==> src/rtl/bringup_pkg.sv <==
package bringup_pkg;

  typedef enum logic [3:0] {
    S_PWR, S_RST, S_CKEW, S_XPR,
    S_MR2, S_MR3, S_MR1, S_MR0,
    S_ZQ, S_DONE
  } seq_state_e;

  typedef struct packed {
    logic cs_n;
    logic ras_n;
    logic cas_n;
    logic we_n;
  } cmd_pins_t;

  localparam cmd_pins_t CMD_NOP = '{cs_n: 1'b0, ras_n: 1'b1, cas_n: 1'b1, we_n: 1'b1};
  localparam cmd_pins_t CMD_MRS = '{cs_n: 1'b0, ras_n: 1'b0, cas_n: 1'b0, we_n: 1'b0};
  localparam cmd_pins_t CMD_ZQL = '{cs_n: 1'b0, ras_n: 1'b1, cas_n: 1'b1, we_n: 1'b0};

  localparam logic [2:0] BA_NONE = 3'b111;

  function automatic int unsigned umax(int unsigned a, int unsigned b);
    return (a > b) ? a : b;
  endfunction

endpackage

==> src/rtl/bringup_timer.sv <==
module bringup_timer #(
  parameter int CNT_W = 8
) (
  input  logic             clk,
  input  logic             rst_n,
  input  logic             load,
  input  logic [CNT_W-1:0] load_val,
  output logic             expired
);

  logic [CNT_W-1:0] cnt_q;

  always_ff @(posedge clk) begin
    if (!rst_n)             cnt_q <= '0;
    else if (load)          cnt_q <= load_val;
    else if (cnt_q != '0)   cnt_q <= cnt_q - 1'b1;
  end

  assign expired = (cnt_q == '0);

  // A load always starts a fresh count; the counter never wraps below zero.
  assert_timer_reload_R6: assert property (@(posedge clk) disable iff (!rst_n)
    load |=> (cnt_q == $past(load_val)));

endmodule

==> src/rtl/mr_word_clean.sv <==
module mr_word_clean #(
  parameter int ADDR_W = 14
) (
  input  logic [3:0][ADDR_W-1:0] raw_words,
  output logic [3:0][ADDR_W-1:0] clean_words
);

  function automatic logic [ADDR_W-1:0] clear_mask(int idx);
    logic [ADDR_W-1:0] m;
    m = '0;
    for (int b = 14; b < ADDR_W; b++) m[b] = 1'b1;
    case (idx)
      0: begin m[13] = 1'b1; m[7] = 1'b1; m[2] = 1'b1; end
      1: begin m[13] = 1'b1; m[10] = 1'b1; m[8] = 1'b1; m[0] = 1'b1; end
      2: begin m[13:11] = 3'b111; m[8] = 1'b1; m[2:0] = 3'b111; end
      default: m[13:3] = '1;
    endcase
    return m;
  endfunction

  function automatic logic [ADDR_W-1:0] force_mask(int idx);
    logic [ADDR_W-1:0] m;
    m = '0;
    if (idx == 0) m[8] = 1'b1;
    return m;
  endfunction

  for (genvar g = 0; g < 4; g++) begin : g_reg
    assign clean_words[g] = (raw_words[g] & ~clear_mask(g)) | force_mask(g);
  end

endmodule

==> src/rtl/ddr3_bringup_seq.sv <==
module ddr3_bringup_seq
  import bringup_pkg::*;
#(
  parameter int ADDR_W              = 14,
  parameter int unsigned T_RST_COLD = 20,
  parameter int unsigned T_RST_WARM = 3,
  parameter int unsigned T_CKE_WAIT = 30,
  parameter int unsigned T_XPR      = 5,
  parameter int unsigned T_MRD      = 4,
  parameter int unsigned T_MOD      = 12,
  parameter int unsigned T_ZQINIT   = 16,
  parameter int unsigned T_DLLK     = 40
) (
  input  logic              clk,
  input  logic              rst_n,
  input  logic              pwr_stable,
  input  logic              warm_req,
  input  logic [ADDR_W-1:0] mr0_word,
  input  logic [ADDR_W-1:0] mr1_word,
  input  logic [ADDR_W-1:0] mr2_word,
  input  logic [ADDR_W-1:0] mr3_word,
  output logic              mem_reset_n,
  output logic              mem_cke,
  output logic              mem_odt,
  output logic              mem_cs_n,
  output logic              mem_ras_n,
  output logic              mem_cas_n,
  output logic              mem_we_n,
  output logic [2:0]        mem_ba,
  output logic [ADDR_W-1:0] mem_addr,
  output logic              init_done
);

  // Tail after calibration: DLL lock is counted from the MR0 write, so the
  // part already spent in the T_MOD gap is subtracted.
  localparam int unsigned DLL_TAIL = (T_DLLK > T_MOD) ? (T_DLLK - T_MOD) : 1;
  localparam int unsigned T_FINAL  = umax(T_ZQINIT, DLL_TAIL);
  localparam int unsigned LONGEST  = umax(umax(umax(T_RST_COLD, T_RST_WARM), umax(T_CKE_WAIT, T_XPR)),
                                          umax(umax(T_MRD, T_MOD), T_FINAL));
  localparam int CNT_W = $clog2(LONGEST + 1);
  localparam int GAP_W = CNT_W + 1;

  seq_state_e       st_q, st_d;
  logic             ld;
  logic [CNT_W-1:0] ld_val;
  logic             expired;
  logic             first_q;
  logic [3:0][ADDR_W-1:0] clean;
  cmd_pins_t        cmd;

  bringup_timer #(.CNT_W(CNT_W)) u_timer (
    .clk      (clk),
    .rst_n    (rst_n),
    .load     (ld),
    .load_val (ld_val),
    .expired  (expired)
  );

  mr_word_clean #(.ADDR_W(ADDR_W)) u_clean (
    .raw_words   ({mr3_word, mr2_word, mr1_word, mr0_word}),
    .clean_words (clean)
  );

  always_comb begin
    st_d   = st_q;
    ld     = 1'b0;
    ld_val = '0;
    if (warm_req) begin
      st_d = S_RST; ld = 1'b1; ld_val = CNT_W'(T_RST_WARM - 1);
    end else begin
      case (st_q)
        S_PWR:  if (pwr_stable) begin st_d = S_RST;  ld = 1'b1; ld_val = CNT_W'(T_RST_COLD - 1); end
        S_RST:  if (expired)    begin st_d = S_CKEW; ld = 1'b1; ld_val = CNT_W'(T_CKE_WAIT - 1); end
        S_CKEW: if (expired)    begin st_d = S_XPR;  ld = 1'b1; ld_val = CNT_W'(T_XPR - 1);      end
        S_XPR:  if (expired)    begin st_d = S_MR2;  ld = 1'b1; ld_val = CNT_W'(T_MRD - 1);      end
        S_MR2:  if (expired)    begin st_d = S_MR3;  ld = 1'b1; ld_val = CNT_W'(T_MRD - 1);      end
        S_MR3:  if (expired)    begin st_d = S_MR1;  ld = 1'b1; ld_val = CNT_W'(T_MRD - 1);      end
        S_MR1:  if (expired)    begin st_d = S_MR0;  ld = 1'b1; ld_val = CNT_W'(T_MOD - 1);      end
        S_MR0:  if (expired)    begin st_d = S_ZQ;   ld = 1'b1; ld_val = CNT_W'(T_FINAL - 1);    end
        S_ZQ:   if (expired)    st_d = S_DONE;
        default: ;
      endcase
    end
  end

  always_ff @(posedge clk) begin
    if (!rst_n) begin
      st_q    <= S_PWR;
      first_q <= 1'b0;
    end else begin
      st_q    <= st_d;
      first_q <= ld;
    end
  end

  // Pin decode
  always_comb begin
    cmd      = CMD_NOP;
    mem_ba   = 3'b000;
    mem_addr = '0;
    if (first_q) begin
      case (st_q)
        S_MR2: begin cmd = CMD_MRS; mem_ba = 3'b010; mem_addr = clean[2]; end
        S_MR3: begin cmd = CMD_MRS; mem_ba = 3'b011; mem_addr = clean[3]; end
        S_MR1: begin cmd = CMD_MRS; mem_ba = 3'b001; mem_addr = clean[1]; end
        S_MR0: begin cmd = CMD_MRS; mem_ba = 3'b000; mem_addr = clean[0]; end
        S_ZQ:  begin cmd = CMD_ZQL; mem_addr[10] = 1'b1; end
        default: ;
      endcase
    end
  end

  assign mem_cs_n    = cmd.cs_n;
  assign mem_ras_n   = cmd.ras_n;
  assign mem_cas_n   = cmd.cas_n;
  assign mem_we_n    = cmd.we_n;
  assign mem_reset_n = (st_q != S_PWR) && (st_q != S_RST);
  assign mem_cke     = (st_q != S_PWR) && (st_q != S_RST) && (st_q != S_CKEW);
  assign mem_odt     = 1'b0;
  assign init_done   = (st_q == S_DONE);

  // ---------------- checker state for ordering and spacing ----------------
  logic             is_mrs, is_zq;
  logic [2:0]       last_ba_q;
  logic [GAP_W-1:0] gap_q;

  assign is_mrs = !mem_cs_n && !mem_ras_n && !mem_cas_n && !mem_we_n;
  assign is_zq  = !mem_cs_n &&  mem_ras_n &&  mem_cas_n && !mem_we_n;

  always_ff @(posedge clk) begin
    if (!rst_n || warm_req) begin
      last_ba_q <= BA_NONE;
      gap_q     <= '0;
    end else begin
      if (is_mrs) last_ba_q <= mem_ba;
      if (is_mrs || is_zq)   gap_q <= GAP_W'(1);
      else if (gap_q != '1)  gap_q <= gap_q + 1'b1;
    end
  end

  assert_nop_while_cke_low_R4: assert property (@(posedge clk) disable iff (!rst_n)
    !mem_cke |-> (!mem_cs_n && mem_ras_n && mem_cas_n && mem_we_n));

  assert_cke_low_in_reset_R4: assert property (@(posedge clk) disable iff (!rst_n)
    !mem_reset_n |-> !mem_cke);

  assert_cke_held_R5: assert property (@(posedge clk) disable iff (!rst_n)
    ($past(mem_cke) && !$past(warm_req)) |-> mem_cke);

  assert_warm_drops_all_R3: assert property (@(posedge clk) disable iff (!rst_n)
    warm_req |=> (!mem_reset_n && !mem_cke && !init_done));

  assert_mr_order_R6: assert property (@(posedge clk) disable iff (!rst_n)
    is_mrs |-> ((mem_ba == 3'b010 && last_ba_q == BA_NONE) ||
                (mem_ba == 3'b011 && last_ba_q == 3'b010)  ||
                (mem_ba == 3'b001 && last_ba_q == 3'b011)  ||
                (mem_ba == 3'b000 && last_ba_q == 3'b001)));

  assert_mr_spacing_R6: assert property (@(posedge clk) disable iff (!rst_n)
    (is_mrs && last_ba_q != BA_NONE) |-> (gap_q >= GAP_W'(T_MRD)));

  assert_zq_after_mr0_R8: assert property (@(posedge clk) disable iff (!rst_n)
    is_zq |-> (last_ba_q == 3'b000 && mem_addr[10] && gap_q >= GAP_W'(T_MOD)));

  assert_ready_needs_cke_R9: assert property (@(posedge clk) disable iff (!rst_n)
    init_done |-> (mem_cke && mem_reset_n && !is_mrs && !is_zq));

endmodule

==> config.mk <==
export PLATFORM = sky130hd
export DESIGN_NAME = ddr3_bringup_seq
export DESIGN_NICKNAME = d
export VERILOG_FILES = /design/src/rtl/bringup_pkg.sv /design/src/rtl/bringup_timer.sv /design/src/rtl/mr_word_clean.sv /design/src/rtl/ddr3_bringup_seq.sv
export SDC_FILE = /design/constraint.sdc
export NUM_CORES = 1
export LEC_CHECK = 0
export ABC_AREA = 1
export BUFFER_PORTS_ARGS = -buffer_cell sky130_fd_sc_hd__buf_2
export CORE_MARGIN = 5
export CORE_UTILIZATION = 48
export CTS_BUF_LIST = sky130_fd_sc_hd__clkbuf_2 sky130_fd_sc_hd__clkbuf_4 sky130_fd_sc_hd__clkbuf_8
export CTS_CLUSTER_DIAMETER = 40
export DETAILED_ROUTE_END_ITERATION = 16
export GPL_ROUTABILITY_DRIVEN = 0
export PLACE_DENSITY = 0.84
export RECOVER_POWER = 25
export SETUP_SLACK_MARGIN = 0.1
export SYNTH_ARGS = -nofsm -noshare
export SYNTH_HDL_FRONTEND = slang
export SYNTH_HIERARCHICAL = 1
export SYNTH_SLANG_ARGS = --single-unit
==> constraint.sdc <==
create_clock -name clk -period 2.6 [get_ports clk]
set_clock_uncertainty 0.2 [all_clocks]
set_input_delay 0.52 -clock clk [delete_from_list [all_inputs] [get_ports clk]]
set_output_delay 0.52 -clock clk [all_outputs]
set_load 0.01 [all_outputs]
## After elaboration in Yosys (flattened, before gate mapping)

Cells that the tools add are included.

| word-level totals | value |
|---|---|
| flip-flop bits (word level) | 10 |
| input port bits | 60 |
| output and inout bits | 25 |
| word-level logic and storage cells | 83 |

| cells by class | value |
|---|---|
| $add $sub $neg | 1 |
| equality and inequality tests | 29 |
| muxes and demuxes | 33 |
| bitwise operators | 1 |
| reduce and logical (&&, ||, !) cells | 15 |

Operators with widths:

| kind | number |
|---|---|
| two-way mux 4 bit | 10 |
| case mux 10 bit (4 select lines) | 1 |
| case mux 4 bit (9 select lines) | 1 |
| two-way mux 5 bit | 6 |
| case mux 5 bit (6 select lines) | 1 |
| != test 3 bit (second input constant) | 9 |
| AND reduction 10 bit | 2 |
| != test 2 bit (second input constant) | 9 |
| == test 4 x 3 -> 1 bit (second input constant) | 4 |
| two-way mux 13 bit | 1 |
| nonzero test 10 bit | 1 |
| nonzero test 9 bit | 1 |
| == test 4 x 2 -> 1 bit (second input constant) | 2 |
| == test 4 bit (second input constant) | 2 |
| OR reduction 7 bit | 1 |
| two-way mux 3 bit | 2 |
| case mux 2 bit (3 select lines) | 1 |
| case mux 3 bit (2 select lines) | 1 |
| zero test 5 bit | 1 |
| nonzero test 5 bit | 1 |
| subtractor 5 x 1 -> 5 bit (second input constant) | 1 |
| == test 4 x 1 -> 1 bit (second input constant) | 1 |
| zero test 4 bit | 1 |
| two-way mux 1 bit | 4 |
| other kinds (13) | 15 |

## Longest topological paths before layout

Gate-level depths: netlist (run 1).

| logic depth | value |
|---|---|
| depth in word-level cells | 5 |
| mapped depth | 11 |
| gate-level depth less buffers | 11 |

## Cells and area by module

Netlist (run 1), hierarchy kept.

Modules (own cells, without submodules):

| module | instances | cells an instance | area an instance (um^2) | sequential area each (um^2) |
|---|---|---|---|---|
| ddr3_bringup_seq | 1 | 163 | 1007.2 | 100.1 |
| mr_word_clean | 1 | 58 | 427.9 | 0.0 |
| bringup_timer | 1 | 42 | 292.8 | 100.1 |

## Worst setup path before layout (run 1)

No wires, ideal clock.

| timing path | value |
|---|---|
| path kind | reg2out |
| start point | register st_q[0] |
| end point | output mem_addr[3] |
| arrival | 1.165 ns |
| data required time | 1.880 ns |
| setup slack | 0.715 ns |
| stages on the path, launching flop included | 7 |
| path buffers | 1 |
| cells stage by stage | dfxtp_1 > nor2_4 > inv_2 > nor2_4 > buf_4 > nand2_1 > a41oi_2 |

| between the ends | value |
|---|---|
| word-level cells in the longest chain between the ends | 3 |
| elaborated cells on any way between the ends | 6 |
| those cells by class | 4 x eq/ne; 2 x mux |

RTL lines:

| what | line | RTL |
|---|---|---|
| start: declaration | ddr3_bringup_seq.sv:43 | `seq_state_e st_q, st_d;` |
| start signal: assignment | ddr3_bringup_seq.sv:91 | `st_q <= st_d;` |
| == test 4 x 3 -> 1 bit | ddr3_bringup_seq.sv:102 | `case (st_q)` |
| case mux 10 bit (4 select lines) (*) | ddr3_bringup_seq.sv:102 |  |
| two-way mux 13 bit (*) | ddr3_bringup_seq.sv:101 | `if (first_q) begin` |
| end: declaration | ddr3_bringup_seq.sv:30 | `output logic [ADDR_W-1:0] mem_addr,` |

Mark *: on every way between the ends. The rest lies on a longest branch, timed or not.

## Worst setup path after layout (run 1)

| timing path | value |
|---|---|
| start point | register st_q[2] |
| end point | output mem_addr[10] |

| between the ends | value |
|---|---|
| word-level cells in the longest chain between the ends | 3 |
| elaborated cells on any way between the ends | 5 |
| those cells by class | 3 x eq/ne; 2 x mux |

RTL lines:

| what | line |
|---|---|
| == test 4 bit / == test 4 x 3 -> 1 bit (equally long branches) | ddr3_bringup_seq.sv:102 |
| case mux 1 bit (3 select lines) (*) | ddr3_bringup_seq.sv:102 |
| two-way mux 13 bit (*) | ddr3_bringup_seq.sv:101 |

Marks and branches as above.

==> results of run 1 <==
[metal layers]
layer / track usage [%] / up-vias / routed length (um)
li1: - / 814 / -
met1: 17.92 / 723 / 1572
met2: 28.86 / 60 / 1780
met3: 3.587 / 5 / 299
met4: 3.830 / 0 / 36
met5: 0 / - / 0
[worst max path at each step]
stage | startpoint | endpoint | slack (ns) | cells past startpoint
global placement | st_q[3]$_SDFFE_PP0P_ | mem_addr[10] | 0.35 | 9
floorplan | st_q[0]$_SDFFE_PN0P_ | mem_addr[3] | 0.72 | 6
detailed placement | st_q[3]$_SDFFE_PP0P_ | mem_addr[10] | 0.35 | 9
global route | st_q[2]$_SDFFE_PP0P_ | mem_addr[1] | 0.09 | 7
finish | st_q[2]$_SDFFE_PP0P_ | mem_addr[10] | 0.23 | 8
CTS | st_q[3]$_SDFFE_PP0P_ | mem_addr[10] | 0.10 | 9
[cell usage after synthesis]
| cell type | count | area, um2 |
|---|---|---|
| buf_2 | 1 | 5.000 |
| nand2_1 | 72 | 270.3 |
| dfxtp_1 | 10 | 200.2 |
| nor2_1 | 12 | 45.04 |
| buf_4 | 64 | 480.5 |
| conb_1 | 3 | 11.26 |
| a41oi_2 | 10 | 162.7 |
| nor3_1 | 1 | 5.000 |
| nor2_2 | 2 | 12.51 |
| nand3_1 | 21 | 105.1 |
| a21oi_1 | 8 | 40.04 |
| inv_1 | 14 | 52.55 |
| nand2_4 | 3 | 33.78 |
| nor2_4 | 4 | 45.04 |
| buf_6 | 1 | 11.26 |
| a21oi_2 | 2 | 17.52 |
| o22ai_1 | 1 | 6.260 |
| o21ai_0 | 4 | 20.02 |
| nand4_1 | 1 | 6.260 |
| a311oi_1 | 1 | 8.760 |
| inv_2 | 6 | 22.52 |
| nor3_2 | 1 | 10.01 |
| clkinv_1 | 2 | 7.510 |
| nand3_2 | 3 | 30.03 |
| nand3b_1 | 2 | 15.01 |
| xor2_1 | 1 | 8.760 |
| o21ai_1 | 1 | 5.000 |
| nand2_2 | 4 | 25.02 |
| ha_1 | 1 | 12.51 |
| a41oi_1 | 3 | 26.28 |
| nor4_1 | 2 | 12.51 |
| o21a_1 | 1 | 7.510 |
| inv_4 | 1 | 6.260 |
[layout by cell type (no fill, tap or decap), types with 4 or more instances in the layout]
| master | instances |
|---|---|
| inv_2 | 5 |
| dfxtp_1 | 8 |
| a41oi_2 | 10 |
| inv_1 | 14 |
| nand3_1 | 22 |
| buf_2 | 54 |
| nand2_1 | 73 |
| o21ai_0 | 4 |
| nor2_1 | 13 |
| conb_1 | 29 |
| a21oi_1 | 8 |
| nor2_4 | 4 |
[sequential cells by signal, indices dropped and copies added, names as in the netlist]
register / flops
u_timer/cnt_q: 5
st_q: 4
first_q: 1
[where the power goes]
part	leakage, nW	switching [W]	internal [W]
combinational	0.691	0.000424	0.000237
clock	0.0210	0.0000603	0.0000853
sequential	0.0832	0.0000506	0.000195
[repair_timing]
action                     in CTS  in global routing
buffers inserted                0                  3
pin swaps                       0                  2
resized for setup               2                  8
setup endpoints to repair      13                 14
[worst min-delay path, delay by kind of cell (launching register included)]
kind	cells	cell delay [ns]
AND/OR/NAND/NOR	1	0.07
flip-flops	1	0.31
AO/OA/AOI/OAI	1	0.05
[area by class of cell]
type                       count  area [um2]  share of cell area [%]
clock buffer                   4       36.28                   2.051
sequential                    10       202.7                   11.46
multi-input combinational    190        1044                   58.98
timing repair buffer          58       325.3                   18.39
tap                           46       57.56                   3.253
inverter                      23       103.9                   5.870
[metrics by stage]
stage	std cells	area [um2]	power (W)	hold WS (ns)	worst slack, ns
final	331	1769	0.001052	0.2776	0.2314
after global routing	331	1769	0.001170	0.3114	0.09118
after CTS	328	1708	0.001029	0.2822	0.1002
after detailed placement	324	1664	0.0008783	0.2724	0.3466
after global placement	324	1664	0.0008681	0.2701	0.3468
after floorplan	289	1826	0.0008106	0.2566	0.7151
[logic make-up after synthesis]
logic type	Yosys count	synth area share [%]
AO/OA/AOI/OAI	31	17.02
XOR/XNOR	1	0.5070
adder cells (fa/ha/maj)	1	0.7240
buffers and inverters	89	33.89
flip-flops	10	11.59
other	3	0.6517
AND/OR/NAND/NOR	128	35.63
==> run summary, run 1 <==
Layout Utilization - 51.79%
pwr dens - 594.8 nW/um2
clk root buf - clkbuf_4
io pins - 85
Worst setup EP type - primary output
worst slew pin tran - 0.5275 ns
Net count, final - 347
GRT Overall Usage - 15.61%
R2R depth - 10
number of global-route vias before repair - 1548
Reg clk slew, reported paths - 0.07 ns
Remaining DRCs - 0
Final HPWL DP - 2884 um
Sink Count - 10
Slew HR - 64.70%
hold_sp - u_timer/cnt_q[4]$_SDFFE_PN0P_
Hold Buf Count CTS - 0
wire length per cell - 11.14 um
Data required, critical path - 1.88 ns
CP peak stage delay - 0.51 ns
Bufs and invs on worst path - 3
Worst R2R End - u_timer/cnt_q[0]$_SDFFE_PN0P_
max-cap violations - 0
hold path endpoint - u_timer/cnt_q[4]$_SDFFE_PN0P_
fmax - 422.2 MHz
worst min path class - flip-flop to flip-flop
DR pass1 iterations - 4
Post-Synthesis Cells - 263
status - complete, no violations
vias per cell - 4.840
first-pass GRT wire length - 6451 um
Vias - 1602
DRT antenna net count - 0
maximum buffer depth of the clock tree - 2
Buffers on Ports - 54
final hold violation count - 0
final setup fails - 0
RR Startpoint - u_timer/cnt_q[0]$_SDFFE_PN0P_
cell family with most CP delay - flip-flops
Worst setup SP type - flip-flop
H-tree Lvls - 1
slowest CP cell - dfxtp_1
Tcrit/Tclk final - 91.10%
Initial Util - 50.59%
Worst EP arrival - 1.65 ns
Distinct cells, synth - 33
Die X-Extent - 70 um
Seq cells post-synth - 10
Layout fillers - 355
Static Leak - 0.7954 nW
drt initial violations - 42
Die Y - 70 um
Final min period - 2.369 ns
core footprint - 3416 um2
crit-path cells - nand2_8 -> clkinv_8 -> nand2_2 -> inv_6 -> nand2_1 -> o21ai_0 -> o21a_1 -> buf_2
Worst Path Max Fanout - 17
fin. max-slew vios - 0
antenna cell count - 0
largest net degree at the start of global routing - 18
Syn Area/Cell - 6.570 um2
latest clock arrival within the worst-skew pair - 0.28 ns
initial antenna violation count - 0
RSZ-0062 raised after global routing - false
global route total overflow - 0
reg2reg setup slack - 0.53 ns
peak supply drop - 330.3 uV
Layout Area Growth over Synthesis - 2.390%
DIE AREA - 4900 um2
Final TNS setup - 0 ns
DRT Wirelength - 3688 um
ratio of cells with drive above 1 in the final layout - 34.04%
Cells on Worst Hold Path - 2
Rows - 21
register area share after synthesis - 11.59%
CP Class - flip-flop to primary output
CTS tree - built
Synth Warn # - 6
Mapped Area - 1728 um2
CTS Buf Count - 3
Power figures use the tool's default switching activity.
==> run 2, diff against run 1 <==
- CELL_PAD_IN_SITES_DETAIL_PLACEMENT: default -> 1
- CELL_PAD_IN_SITES_GLOBAL_PLACEMENT: default -> 2
- CORE_UTILIZATION: 48 -> 24
==> run 2 against run 1 <==
Count of clock-buffer cells in the layout decreased by 1. Sequential share of layout area decreased by 0.44 points. Combinational power increased by 5.6%. Clock power increased by 15%. Wire length increased by 33%. Via count increased by 1.1%. Largest cell class unchanged.
==> run summary, run 2 (synthesis gave the netlist of run 1 again) <==
Initial Util - 24.21% (was 50.59%)
peak supply drop - 273.9 uV (was 330.3 uV)
ratio of cells with drive above 1 in the final layout - 34.49% (was 34.04%)
CP Class - flip-flop to primary output (unchanged)
fin. max-slew vios - 0 (unchanged)
fmax - 424.9 MHz (was 422.2 MHz)
drt initial violations - 16 (was 42)
Remaining DRCs - 0 (unchanged)
multi-input logic area - 1035 um2 (was 1044 um2)
final hold violation count - 0 (unchanged)
Largest register FFs - 5 (unchanged)
Buffers on Ports - 54 (unchanged)
final worst slack - 0.2468 ns (was 0.2314 ns)
Worst Path Max Fanout - 17 (unchanged)
first-pass GRT wire length - 7997 um (was 6451 um)
status - complete, no violations (unchanged)
antenna cell count - 0 (unchanged)
clock power share - 15.1% (was 13.8%)
Net count, final - 350 (was 347)
commonest cells after routing, fill and taps aside - 73 x nand2_1, 54 x buf_2, 29 x conb_1 (unchanged)
Data required, critical path - 1.88 ns (about the same)
DP Worst Slack - 0.2389 ns (was 0.3466 ns)
initial antenna violation count - 0 (unchanged)
Layout Area Growth over Synthesis - 7.096% (was 2.390%)
sequential power share - 22.0% (was 23.3%)
H-tree Lvls - 1 (unchanged)
internal power - 0.0005415 W (was 0.0005172 W)
Sw Share - 51.24% (was 50.86%)
Worst setup SP type - flip-flop (unchanged)
core footprint - 7137 um2 (was 3416 um2)
global route total overflow - 0 (unchanged)
CTS tree - built (unchanged)
Slew HR - 57.95% (was 64.70%)
Layout fillers - 965 (was 355)
DRT antenna net count - 0 (unchanged)
post-placement cell count - 378 (was 324)
GRT Overall Usage - 11.37% (was 15.61%)
number of global-route vias before repair - 1728 (was 1548)
pwr dens - 600.1 nW/um2 (was 594.8 nW/um2)
Largest Register - u_timer/cnt_q (unchanged)
Die X-Extent - 94.85 um (was 70 um)
Sink Count - 10 (unchanged)
max-cap violations - 0 (unchanged)
CTS Buf Count - 3 (unchanged)
worst slew pin tran - 0.6285 ns (was 0.5275 ns)
DR pass1 iterations - 4 (unchanged)
Vias - 1619 (was 1602)
Final HPWL DP - 3786 um (was 2884 um)
Final min period - 2.353 ns (was 2.369 ns)
io pins - 85 (unchanged)
Tcrit/Tclk final - 90.51% (was 91.10%)
Sequential Area - 203.9 um2 (was 202.7 um2)
Reg clk slew, reported paths - 0.05 ns (was 0.07 ns)
wire length per cell - 12.68 um (was 11.14 um)
Die Y - 94.85 um (was 70 um)
Worst EP arrival - 1.63 ns (was 1.65 ns)
Final TNS setup - 0 ns (unchanged)
final setup fails - 0 (unchanged)
DRT Wirelength - 4895 um (was 3688 um)
RSZ-0062 raised after global routing - false (unchanged)
largest net degree at the start of global routing - 18 (unchanged)
leading registers by flop count - u_timer/cnt_q: 5 flops, st_q: 4 flops, first_q: 1 flops (unchanged)
worst min path class - flip-flop to flip-flop (unchanged)
most common cell after layout, fill and taps aside - nand2_1 (unchanged)
Psw - 0.0005691 W (was 0.0005352 W)
Static Leak - 0.8092 nW (was 0.7954 nW)
Comb pwr share - 62.8% (about the same)
DIE AREA - 8997 um2 (was 4900 um2)
latest clock arrival within the worst-skew pair - 0.24 ns (was 0.28 ns)
vias per cell - 4.194 (was 4.840)
Final Non-Filler Cells - 386 (was 331)
Rows - 31 (was 21)
clk root buf - clkbuf_8 (was clkbuf_4)
Worst setup EP type - primary output (unchanged)
maximum buffer depth of the clock tree - 2 (unchanged)
==> run 2: what timing repair did <==
item,CTS,global route
endpoints found under the setup margin,14,13
resized for setup,4,4
pin swaps,0,2
hold buffers,0,0
buffers inserted,0,5
==> run 2: layer usage <==
layer / share of wire [%] / GRT usage, %
met1: 47 / 13.99
met2: 46 / 20.08
met3: 4.8 / 1.594
met4: 1.5 / 3.966
met5: 0 / 0
==> run 2: critical path: stages, from the launching register on <==
cell,delay (ns)
dfxtp_2,0.34
inv_2,0.12
nand2_4,0.12
inv_8,0.14
nand2_2,0.10
inv_6,0.15
nand2_1,0.06
o21ai_0,0.09
o21a_1,0.13
buf_2,0.12
==> run 2: area by class of cell <==
cell class	count	share of cell area, %
multi-input combinational	190	55.92
timing repair buffer	61	18.80
tap	99	6.694
sequential	10	11.02
inverter	23	5.341
clock buffer	3	2.231
==> run 2: path summary, 6_finish.rpt <==
| path | start | to | slack [ns] | cells after the start |
|---|---|---|---|---|
| worst max-delay path | st_q[3]$_SDFFE_PP0P_ | mem_addr[10] | 0.25 | 9 |
| worst min register to register | u_timer/cnt_q[4]$_SDFFE_PN0P_ | u_timer/cnt_q[4]$_SDFFE_PN0P_ | 0.28 | 2 |
| worst max register to register | st_q[2]$_SDFFE_PP0P_ | u_timer/cnt_q[0]$_SDFFE_PN0P_ | 0.52 | 6 |
| worst min-delay path | u_timer/cnt_q[4]$_SDFFE_PN0P_ | u_timer/cnt_q[4]$_SDFFE_PN0P_ | 0.28 | 2 |
==> run 2: metrics by stage <==
step | total power, W | hold WS [ns] | area (um2) | utilization, %
finish | 0.001111 | 0.2793 | 1851 | 25.93
global route | 0.001229 | 0.3139 | 1851 | 25.93
CTS | 0.001102 | 0.2838 | 1792 | 25.11
detailed placement | 0.0009178 | 0.2768 | 1738 | 24.35
global placement | 0.0009069 | 0.2723 | 1738 | 24.35
floorplan | 0.0008106 | 0.2566 | 1826 | -
==> run 2: power by group through the flow <==
| stage | Sequential [W] | Clock (W) | Combinational [W] |
|---|---|---|---|
| after floorplan | 0.000236 | 0 | 0.000575 |
| after global placement | 0.000246 | 0 | 0.000661 |
| after detailed placement | 0.000246 | 0 | 0.000672 |
| after CTS | 0.000245 | 0.000174 | 0.000683 |
| after global routing | 0.000252 | 0.000181 | 0.000796 |
| final | 0.000245 | 0.000168 | 0.000698 |
==> run 3, diff against run 2 <==
- PLACE_DENSITY: 0.84 -> 0.92
==> run 3 against run 2 <==
Sequential power about the same. Worst setup slack improved by 0.014 ns. Wire length fell by 0.35%.
==> run summary, run 3 (synthesis gave the netlist of run 1 again) <==
ratio of cells with drive above 1 in the final layout - 33.57% (was 34.49%)
DR pass1 iterations - 4 (unchanged)
status - complete, no violations (unchanged)
maximum buffer depth of the clock tree - 2 (unchanged)
RR Startpoint - u_timer/cnt_q[0]$_SDFFE_PN0P_ (was st_q[2]$_SDFFE_PP0P_)
leading registers by flop count - u_timer/cnt_q: 5 flops, st_q: 4 flops, first_q: 1 flops (unchanged)
Remaining DRCs - 0 (unchanged)
Final TNS setup - 0 ns (unchanged)
sequential power share - 22.3% (was 22.0%)
DRT Wirelength - 4878 um (was 4895 um)
worst slew pin tran - 0.5717 ns (was 0.6285 ns)
Setup crit start - st_q[3]$_SDFFE_PP0P_ (unchanged)
drt initial violations - 37 (was 16)
reg2reg setup slack - 0.49 ns (was 0.52 ns)
Worst setup SP type - flip-flop (unchanged)
Die X-Extent - 94.85 um (unchanged)
CP Class - flip-flop to primary output (unchanged)
most common cell after layout, fill and taps aside - nand2_1 (unchanged)
final hold violation count - 0 (unchanged)
clk root buf - clkbuf_8 (unchanged)
DRT antenna net count - 0 (unchanged)
Initial Util - 24.21% (unchanged)
fin. max-slew vios - 0 (unchanged)
Reg clk slew, reported paths - 0.05 ns (about the same)
Final min period - 2.339 ns (was 2.353 ns)
Critical Path End - mem_addr[10] (unchanged)
fmax - 427.6 MHz (was 424.9 MHz)
number of global-route vias before repair - 1721 (was 1728)
H-tree Lvls - 1 (unchanged)
global route total overflow - 0 (unchanged)
Data required, critical path - 1.88 ns (about the same)
largest net degree at the start of global routing - 18 (unchanged)
multi-input logic area - 1035 um2 (unchanged)
Static Leak - 0.8014 nW (was 0.8092 nW)
Rows - 31 (unchanged)
worst min path class - flip-flop to flip-flop (unchanged)
Psw - 0.0005640 W (was 0.0005691 W)
GRT Overall Usage - 11.18% (was 11.37%)
initial antenna violation count - 0 (unchanged)
Layout fillers - 951 (was 965)
core footprint - 7137 um2 (unchanged)
final worst slack - 0.2611 ns (was 0.2468 ns)
wire length per cell - 12.67 um (was 12.68 um)
clock power share - 14.9% (was 15.1%)
Sink Count - 10 (unchanged)
final setup fails - 0 (unchanged)
Comb pwr share - 62.7% (was 62.8%)
Die Y - 94.85 um (unchanged)
Worst Path Max Fanout - 17 (unchanged)
Vias - 1634 (was 1619)
cell area after layout - 1842 um2 (was 1851 um2)
Slew HR - 61.74% (was 57.95%)
Net count, final - 349 (was 350)
Tcrit/Tclk final - 89.96% (was 90.51%)
antenna cell count - 0 (unchanged)
Sequential Area - 203.9 um2 (unchanged)
Final Non-Filler Cells - 385 (was 386)
vias per cell - 4.244 (was 4.194)
Worst EP arrival - 1.62 ns (was 1.63 ns)
Worst setup EP type - primary output (unchanged)
max-cap violations - 0 (unchanged)
Worst R2R End - u_timer/cnt_q[0]$_SDFFE_PN0P_ (unchanged)
DP Worst Slack - 0.2321 ns (was 0.2389 ns)
DIE AREA - 8997 um2 (unchanged)
Largest Register - u_timer/cnt_q (unchanged)
io pins - 85 (unchanged)
internal power - 0.0005373 W (was 0.0005415 W)
Sw Share - 51.21% (was 51.24%)
first-pass GRT wire length - 7948 um (was 7997 um)
Largest register FFs - 5 (unchanged)
CTS Buf Count - 3 (unchanged)
Final HPWL DP - 3842 um (was 3786 um)
Buffers on Ports - 54 (unchanged)
latest clock arrival within the worst-skew pair - 0.24 ns (about the same)
RSZ-0062 raised after global routing - false (unchanged)
Layout Area Growth over Synthesis - 6.590% (was 7.096%)
CTS tree - built (unchanged)
Placed Area - 1738 um2 (unchanged)
commonest cells after routing, fill and taps aside - 73 x nand2_1, 53 x buf_2, 29 x conb_1 (was 73 x nand2_1, 54 x buf_2, 29 x conb_1)
post-placement cell count - 378 (unchanged)
peak supply drop - 292.5 uV (was 273.9 uV)
pwr dens - 598.0 nW/um2 (was 600.1 nW/um2)
R2R depth - 10 (was 6)
[run 3: cell count changes in the layout (fill, tap and decap cells not counted), sizes merged]
cell	previous run	this run
buf	61	59
clkbuf	3	4
[run 3: power by group through the flow]
stage	clock [W]	combinational (W)	sequential, W
2_1_floorplan	0	0.000575	0.000236
3_3_place_gp	0	0.000658	0.000245
3_5_place_dp	0	0.000675	0.000248
4_1_cts	0.000172	0.000685	0.000246
5_1_grt	0.000177	0.000788	0.000252
6_report	0.000165	0.000691	0.000246
[run 3: worst max-delay path, stage by stage, from the launching register on]
cell and delay (ns):
dfxtp_2 0.34, inv_2 0.11, nand2_4 0.12, inv_8 0.15, nand2_2 0.10, inv_6 0.14, nand2_1 0.07, o21ai_0 0.08
o21a_1 0.13, buf_2 0.12
[run 3: stage by stage]
stage | power, W | hold WS [ns] | utilization [%]
final | 0.001101 | 0.2797 | 25.81
after global routing | 0.001218 | 0.3188 | 25.81
after CTS | 0.001103 | 0.2853 | 25.11
after detailed placement | 0.0009230 | 0.2785 | 24.35
after global placement | 0.0009024 | 0.2712 | 24.35
after floorplan | 0.0008106 | 0.2566 | -
[run 3: how the worst min path moves through the flow]
stage	startpoint	to	slack, ns	cells after the start
final	u_timer/cnt_q[4]$_SDFFE_PN0P_	u_timer/cnt_q[4]$_SDFFE_PN0P_	0.28	2
after global routing	u_timer/cnt_q[4]$_SDFFE_PN0P_	u_timer/cnt_q[4]$_SDFFE_PN0P_	0.32	2
after CTS	u_timer/cnt_q[4]$_SDFFE_PN0P_	u_timer/cnt_q[4]$_SDFFE_PN0P_	0.29	2
after detailed placement	u_timer/cnt_q[4]$_SDFFE_PN0P_	u_timer/cnt_q[4]$_SDFFE_PN0P_	0.28	2
after global placement	u_timer/cnt_q[4]$_SDFFE_PN0P_	u_timer/cnt_q[4]$_SDFFE_PN0P_	0.27	2
after floorplan	u_timer/cnt_q[4]$_SDFFE_PN0P_	u_timer/cnt_q[4]$_SDFFE_PN0P_	0.26	2
[run 3: metal layers]
layer | GRT usage [%] | up-vias | share of wire (%)
li1 | - | 819 | -
met5 | 0 | - | 0
met3 | 2.151 | 6 | 6.1
met1 | 13.52 | 768 | 44
met2 | 19.91 | 41 | 48
met4 | 3.245 | 0 | 1.1
[run 3: final cells by class]
cell class / instances / area share [%]
multi-input cells: 190 / 56.18
clock buffers: 3 / 2.242
well taps: 99 / 6.726
repair buffers: 60 / 18.41
flip-flops and latches: 10 / 11.07
inverters: 23 / 5.367
[run 3: what timing repair did]
action                     4_1_cts  5_1_grt
pin swaps                        0        2
hold buffers                     0        0
gates resized for setup          4        4
setup buffers                    0        4
setup endpoints to repair       14       13
